**config.mk**
```make
export PLATFORM = sky130hd
export DESIGN_NAME = hws_dma
export DESIGN_NICKNAME = d
export VERILOG_FILES = /design/src/rtl/hws_pkg.sv /design/src/rtl/hws_swap.sv /design/src/rtl/hws_stage.sv /design/src/rtl/hws_dma.sv
export SDC_FILE = /design/constraint.sdc
export NUM_CORES = 1
export LEC_CHECK = 0
export BUFFER_PORTS_ARGS = -buffer_cell sky130_fd_sc_hd__buf_4
export CORE_ASPECT_RATIO = 1.75
export CORE_UTILIZATION = 45
export DETAILED_ROUTE_END_ITERATION = 12
export GPL_TIMING_DRIVEN = 0
export PLACE_DENSITY = 0.59
export SETUP_SLACK_MARGIN = 0.05
export SYNTH_ARGS = -nofsm -noshare
export SYNTH_HDL_FRONTEND = slang
export SYNTH_SLANG_ARGS = --single-unit
```
**constraint.sdc**
```tcl
create_clock -name clk -period 7.15 [get_ports clk]
set_input_delay 0.715 -clock clk [delete_from_list [all_inputs] [get_ports clk]]
set_output_delay 0.715 -clock clk [all_outputs]
set_load 0.01 [all_outputs]
```
**src/rtl/hws_pkg.sv**
```systemverilog
`timescale 1ns/1ps
package hws_pkg;
  localparam int HW_W = 16;
  localparam int HW_BYTES = HW_W / 8;

  typedef enum logic [2:0] {
    S_IDLE,
    S_RREQ,
    S_ROUT,
    S_WDIR,
    S_FILL,
    S_DRAIN,
    S_DONE
  } hws_state_t;
endpackage

```
**src/rtl/hws_swap.sv**
```systemverilog
`timescale 1ns/1ps
module hws_swap
  import hws_pkg::*;
#(
  parameter int W = HW_W
) (
  input  logic         en,
  input  logic [W-1:0] din,
  output logic [W-1:0] dout
);
  localparam int NB = W / 8;

  logic [W-1:0] rev;

  for (genvar b = 0; b < NB; b++) begin : g_lane
    assign rev[8*b +: 8] = din[8*(NB-1-b) +: 8];
  end

  assign dout = en ? rev : din;
endmodule

```
**src/rtl/hws_stage.sv**
```systemverilog
`timescale 1ns/1ps
module hws_stage #(
  parameter int DEPTH = 32,
  parameter int W     = 16
) (
  input  logic                     clk,
  input  logic                     we,
  input  logic [$clog2(DEPTH)-1:0] waddr,
  input  logic [W-1:0]             wdata,
  input  logic [$clog2(DEPTH)-1:0] raddr,
  output logic [W-1:0]             rdata
);
  logic [W-1:0] slots [DEPTH];

  always_ff @(posedge clk) begin
    if (we) slots[waddr] <= wdata;
  end

  assign rdata = slots[raddr];
endmodule

```
**src/rtl/hws_dma.sv**
```systemverilog
`timescale 1ns/1ps
module hws_dma
  import hws_pkg::*;
#(
  parameter int ADDR_W   = 24,
  parameter int LEN_W    = 12,
  parameter int CHUNK_HW = 32
) (
  input  logic              clk,
  input  logic              rst_n,
  input  logic              start,
  input  logic              req_write,
  input  logic              req_swap,
  input  logic [ADDR_W-1:0] req_addr,
  input  logic [LEN_W-1:0]  req_len,
  input  logic [ADDR_W-1:0] base_addr,
  output logic              busy,
  output logic              done,
  output logic              err_odd,
  input  logic              src_valid,
  output logic              src_ready,
  input  logic [HW_W-1:0]   src_data,
  output logic              dst_valid,
  input  logic              dst_ready,
  output logic [HW_W-1:0]   dst_data,
  output logic              mem_valid,
  input  logic              mem_ready,
  output logic              mem_we,
  output logic [ADDR_W-1:0] mem_addr,
  output logic [HW_BYTES-1:0] mem_be,
  output logic [HW_W-1:0]   mem_wdata,
  input  logic [HW_W-1:0]   mem_rdata
);
  localparam int CW = $clog2(CHUNK_HW + 1);
  localparam int BW = $clog2(CHUNK_HW);
  localparam logic [ADDR_W-1:0] STEP = ADDR_W'(HW_BYTES);

  hws_state_t        state;
  logic [ADDR_W-1:0] cur;
  logic [LEN_W-1:0]  left;
  logic [CW-1:0]     cnum, cidx;
  logic              wr_q, sw_q, err_q, part_q;
  logic [HW_W-1:0]   hold, rd_sw, wr_sw, stage_q;
  logic [LEN_W-1:0]  nbeats;
  logic              last_in_chunk, last_beat;

  function automatic logic [CW-1:0] chunk_of(input logic [LEN_W-1:0] n);
    if (n >= LEN_W'(CHUNK_HW)) return CW'(CHUNK_HW);
    return CW'(n);
  endfunction

  assign nbeats = req_swap ? (req_len >> 1)
                           : ((req_len >> 1) + LEN_W'(req_len[0]));
  assign last_in_chunk = (cidx == cnum - CW'(1));
  assign last_beat     = (left == LEN_W'(1));

  hws_swap #(.W(HW_W)) u_rsw (.en(sw_q), .din(mem_rdata), .dout(rd_sw));
  hws_swap #(.W(HW_W)) u_wsw (.en(sw_q), .din(src_data),  .dout(wr_sw));

  hws_stage #(.DEPTH(CHUNK_HW), .W(HW_W)) u_stage (
    .clk   (clk),
    .we    (state == S_FILL && src_valid),
    .waddr (cidx[BW-1:0]),
    .wdata (wr_sw),
    .raddr (cidx[BW-1:0]),
    .rdata (stage_q)
  );

  always_ff @(posedge clk or negedge rst_n) begin
    if (!rst_n) begin
      state  <= S_IDLE;
      cur    <= '0;
      left   <= '0;
      cnum   <= '0;
      cidx   <= '0;
      wr_q   <= 1'b0;
      sw_q   <= 1'b0;
      err_q  <= 1'b0;
      part_q <= 1'b0;
      hold   <= '0;
    end else begin
      unique case (state)
        S_IDLE: if (start) begin
          wr_q   <= req_write;
          sw_q   <= req_swap;
          err_q  <= req_swap & req_len[0];
          part_q <= ~req_swap & req_len[0];
          cur    <= req_addr | base_addr;
          left   <= nbeats;
          cidx   <= '0;
          cnum   <= chunk_of(nbeats);
          if (nbeats == '0)   state <= S_DONE;
          else if (!req_write) state <= S_RREQ;
          else if (req_swap)   state <= S_FILL;
          else                 state <= S_WDIR;
        end
        S_RREQ: if (mem_ready) begin
          hold  <= rd_sw;
          state <= S_ROUT;
        end
        S_ROUT: if (dst_ready) begin
          cur   <= cur + STEP;
          left  <= left - LEN_W'(1);
          state <= last_beat ? S_DONE : S_RREQ;
        end
        S_WDIR: if (src_valid && mem_ready) begin
          cur  <= cur + STEP;
          left <= left - LEN_W'(1);
          if (last_beat) state <= S_DONE;
        end
        S_FILL: if (src_valid) begin
          if (last_in_chunk) begin
            cidx  <= '0;
            state <= S_DRAIN;
          end else begin
            cidx <= cidx + CW'(1);
          end
        end
        S_DRAIN: if (mem_ready) begin
          cur  <= cur + STEP;
          left <= left - LEN_W'(1);
          if (last_in_chunk) begin
            cidx <= '0;
            if (last_beat) begin
              state <= S_DONE;
            end else begin
              cnum  <= chunk_of(left - LEN_W'(1));
              state <= S_FILL;
            end
          end else begin
            cidx <= cidx + CW'(1);
          end
        end
        S_DONE:  state <= S_IDLE;
        default: state <= S_IDLE;
      endcase
    end
  end

  assign busy      = (state != S_IDLE);
  assign done      = (state == S_DONE);
  assign err_odd   = done & err_q;
  assign src_ready = (state == S_FILL) || (state == S_WDIR && mem_ready);
  assign dst_valid = (state == S_ROUT);
  assign dst_data  = hold;
  assign mem_valid = (state == S_RREQ) || (state == S_DRAIN)
                  || (state == S_WDIR && src_valid);
  assign mem_we    = wr_q;
  assign mem_addr  = cur;
  assign mem_wdata = (state == S_DRAIN) ? stage_q : wr_sw;
  assign mem_be    = (part_q && last_beat) ? 2'b10 : 2'b11;


  done_pulse_chk: assert property (@(posedge clk) disable iff (!rst_n)
    done |=> !done);


  err_with_done_chk: assert property (@(posedge clk) disable iff (!rst_n)
    err_odd |-> done);


  dst_hold_chk: assert property (@(posedge clk) disable iff (!rst_n)
    (dst_valid && !dst_ready) |=> (dst_valid && $stable(dst_data)));


  rd_hold_chk: assert property (@(posedge clk) disable iff (!rst_n)
    (mem_valid && !mem_we && !mem_ready) |=> (mem_valid && $stable(mem_addr)));


  addr_step_chk: assert property (@(posedge clk) disable iff (!rst_n)
    (mem_valid && mem_ready && mem_we)
      |=> (done || (mem_addr == $past(mem_addr) + STEP)));


  busy_hold_chk: assert property (@(posedge clk) disable iff (!rst_n)
    (busy && !done) |=> busy);


  fill_quiet_chk: assert property (@(posedge clk) disable iff (!rst_n)
    (src_ready && sw_q && wr_q) |-> !mem_valid);
endmodule

```
==> results.sh <==
export IMPL_internal_power_mw=6.75
export IMPL_peakVddDrop_uv=229
export IMPL_power_density_mw_per_mm2=346
export IMPL_fin_util_pct=53.4
export IMPL_hp_class="input pin to asynchronous set/reset pin"
export IMPL_worst_slack_ns=1.77
export IMPL_routed_wl_um=69700
export IMPL_tightest_slew_ns=1.16
export IMPL_yosysTopAreaCell="edfxtp_1"
export IMPL_endpoint_kind="primary output"
export IMPL_grt_max_degree=72
export IMPL_startpoint_type="flop"
export IMPL_p_clk_share_pct=27.8
export IMPL_synth_cells=1472
export IMPL_start_util_pct=45.4
export IMPL_synth_seq_cells=583
export IMPL_p_leak_nw=9.63
export IMPL_worst_r2r_startpoint="cidx[0]"
export IMPL_synthFlopType="edfxtp_1"
export IMPL_ctsRootBufferMaster="clkbuf_16"
export IMPL_pwr_share_seq_pct=42.5
export IMPL_crit_path_max_incr_delay_ns=0.75
export IMPL_dr_pass1_iters=5
export IMPL_port_buffers=162
export IMPL_synth_area_per_cell_um2=16.7
export IMPL_path_max_fanout=10
export IMPL_place_ws_ns=2.80
export IMPL_netSwitchingPower_mw=3.26
export IMPL_path_cells="buf_2, buf_2, clkbuf_1, mux4_2, a221oi_1, o21ai_0, a21oi_1, a21oi_1, buf_4"
export IMPL_final_antenna_net_count=0
export IMPL_synth_area_mm2=0.0246
export IMPL_postCtsSetupRepairBufs=0
export IMPL_finalCriticalPeriod_ns=5.38
export IMPL_pwr_share_comb_pct=29.7
export IMPL_drive_gt1_share_pct=28.3
export IMPL_fillers=4376
export IMPL_antenna_found_initial=0
export IMPL_worstPathRequired_ns=6.43
export IMPL_min_period_over_period_pct=75.2
export IMPL_grt_ovfl_total=0
export IMPL_cp_startpoint="cidx[1]"
export IMPL_drv_cap=0
export IMPL_tns_ns=0
export IMPL_synthesis_nets=1582
export IMPL_die_w_um=179
export IMPL_htree_num_levels=2
export IMPL_switching_share_pct=32.5
export IMPL_grt_util_all_layers_pct=25.5
export IMPL_timing_fmax_ghz=0.186
export IMPL_io_pins=165
export IMPL_path_depth=9
export IMPL_synth_common_cells="edfxtp_1, mux4_2, nor2_1"
export IMPL_synth_top_area_share_pct=62.6
export IMPL_vias=14700
export IMPL_wl_per_cell_um=28.4
export IMPL_nets=1830
export IMPL_worstSetupPathType="flop to primary output"
export IMPL_diodes=0
export IMPL_gp_congestion=0.945
export IMPL_cts_hold_buf=0
export IMPL_cts_tree="yes"
export IMPL_ys_seq_area_share_pct=69.8
export IMPL_regToRegEndpoint="u_stage.slots[18][5]"
export IMPL_critPathSlowestCell="clkbuf_1"
export IMPL_crit_family="compound AO/OA/AOI/OAI gates"
export IMPL_crit_buf_inv=4
export IMPL_clock_sinks=583
export IMPL_yosys_warnings=0
export IMPL_synthTopCellsByArea="edfxtp_1, mux4_2, dfrtp_1, a21oi_1, mux2_2"
export IMPL_area_growth_pct=17.6
export IMPL_status="complete, no violations"
export IMPL_max_slew_margin_rel_pct=22.0
export IMPL_clock_latency_ns=0.60
export IMPL_clk_pin_slew_ns=0.07
export IMPL_cts_repair_resized=0
export IMPL_final_setup_skew_ns=0.0197
export IMPL_clk_path_buf_depth=3
export IMPL_dp_hpwl_um=49100
export IMPL_die_height_um=311
export IMPL_synth_edf_count=512
export IMPL_cts_buffers_inserted=52
export IMPL_finalMaxSlewViolations=0
export IMPL_worst_endpoint_arrival_ns=4.66
export IMPL_ff2ff_setup_slack_ns=3.95
export IMPL_r2r_cells=8
export IMPL_viasPerCell=6.00
export IMPL_first_iter_violations=1216
export IMPL_finalHoldViolCount=0
export IMPL_rows=113
export IMPL_core_area_mm2=0.0542
export IMPL_grt_first_pass_wirelength_um=100000
export IMPL_yosysMostFrequentCell="edfxtp_1"
export IMPL_drc=0
export IMPL_async_flop_share_pct=12.2
export IMPL_synth_cell_types=71
export IMPL_die_area_mm2=0.0556
export IMPL_grt_pass1_vias=15200
export IMPL_finalSetupViolCount=0
export IMPL_rsz0062_at_grt="false"
-- per-stage QoR --
stage | std cells | hold slack (ns) | area, um2 | power [mW]
floorplan | 1472 | 0.419 | 24600 | 6.11
detailed placement | 2356 | 0.460 | 27300 | 7.31
global route | 2451 | 0.338 | 28900 | 10.4
global placement | 2324 | 0.459 | 26700 | 7.25
CTS | 2451 | 0.294 | 28900 | 10.1
finish | 2451 | 0.270 | 28900 | 10.0
-- worst reg2reg max path: cells and delay by family (launching register included) --
family	cells	cell delay (ns)
fa+ha+maj	1	0.16
simple gates	2	1.21
flops	1	0.40
buf+inv	5	1.12
-- power by group through the flow --
stage	combinational (mW)	sequential (mW)	clock, mW
after floorplan	1.78	4.33	0
after detailed placement	2.99	4.32	0
final	2.97	4.26	2.78
after CTS	2.99	4.25	2.82
after global placement	2.94	4.31	0
after global routing	3.19	4.28	2.94
-- placed cells by master, fill, tap and decap left out, drive strengths merged, types with 5 or more instances in the layout --
cell type	synthesis	final
nand3b	5	5
nand4	11	11
clkinv	0	19
o31ai	8	8
o21ai	38	38
nor4	5	5
inv	19	24
and2	6	6
nor2b	10	10
nand2	66	66
dfrtp	71	71
buf	35	229
mux4	128	128
and3	10	10
nor3	28	28
a22oi	41	41
clkbuf	54	119
a21oi	96	96
o22ai	8	8
xnor2	9	9
nor2	100	100
mux2i	21	21
a22o	9	9
o32ai	9	9
mux2	36	36
a21o	5	5
edfxtp	512	512
xor2	9	9
nand3	37	37
nand2b	10	10
ha	10	10
-- state kept, by name (all words and copies together), names as in the netlist, 3 cells and up --
register       count
state              3
cidx               6
cnum               6
mem_addr          24
left              12
dst_data          16
u_stage.slots    512
-- layout make-up --
type,count,area [um2],share of cell area [%]
flip-flops and latches,583,17200,59.3
multi-input cells,781,7070,24.4
repair buffers,194,1730,5.99
clock buffers,65,1370,4.74
well taps,690,863,2.99
plain buffers,89,380,1.32
clock inverters,30,278,0.961
inverters,19,71.3,0.247
-- routing by layer --
metal  share of wire, %  global-route usage [%]
met1                 34                    27.4
met2                 54                    46.3
met3                5.5                    3.42
met4                6.9                    15.9
met5                  0                       0
-- cells by family (layout without fill, tap and decap cells) --
kind of cell	count (synthesis)	count (layout)	synth area share (%)
flops	583	583	69.8
simple gates	309	309	6.10
compound gates	258	258	6.88
mux	185	185	14.2
buf+inv	108	397	1.84
xor+xnor	18	18	0.641
fa+ha+maj	10	10	0.509
other cells	1	1	0.0153
-- worst max-delay path by stage --
stage | endpoint | slack [ns]
after global routing | mem_wdata[14] | 1.82
after CTS | mem_wdata[14] | 2.15
after floorplan | u_stage.slots[18][0] | 4.27
after detailed placement | mem_wdata[14] | 2.80
after global placement | u_stage.slots[17][8] | 2.72
final | mem_wdata[14] | 1.77
No activity file was read; power rests on OpenSTA's default activity.
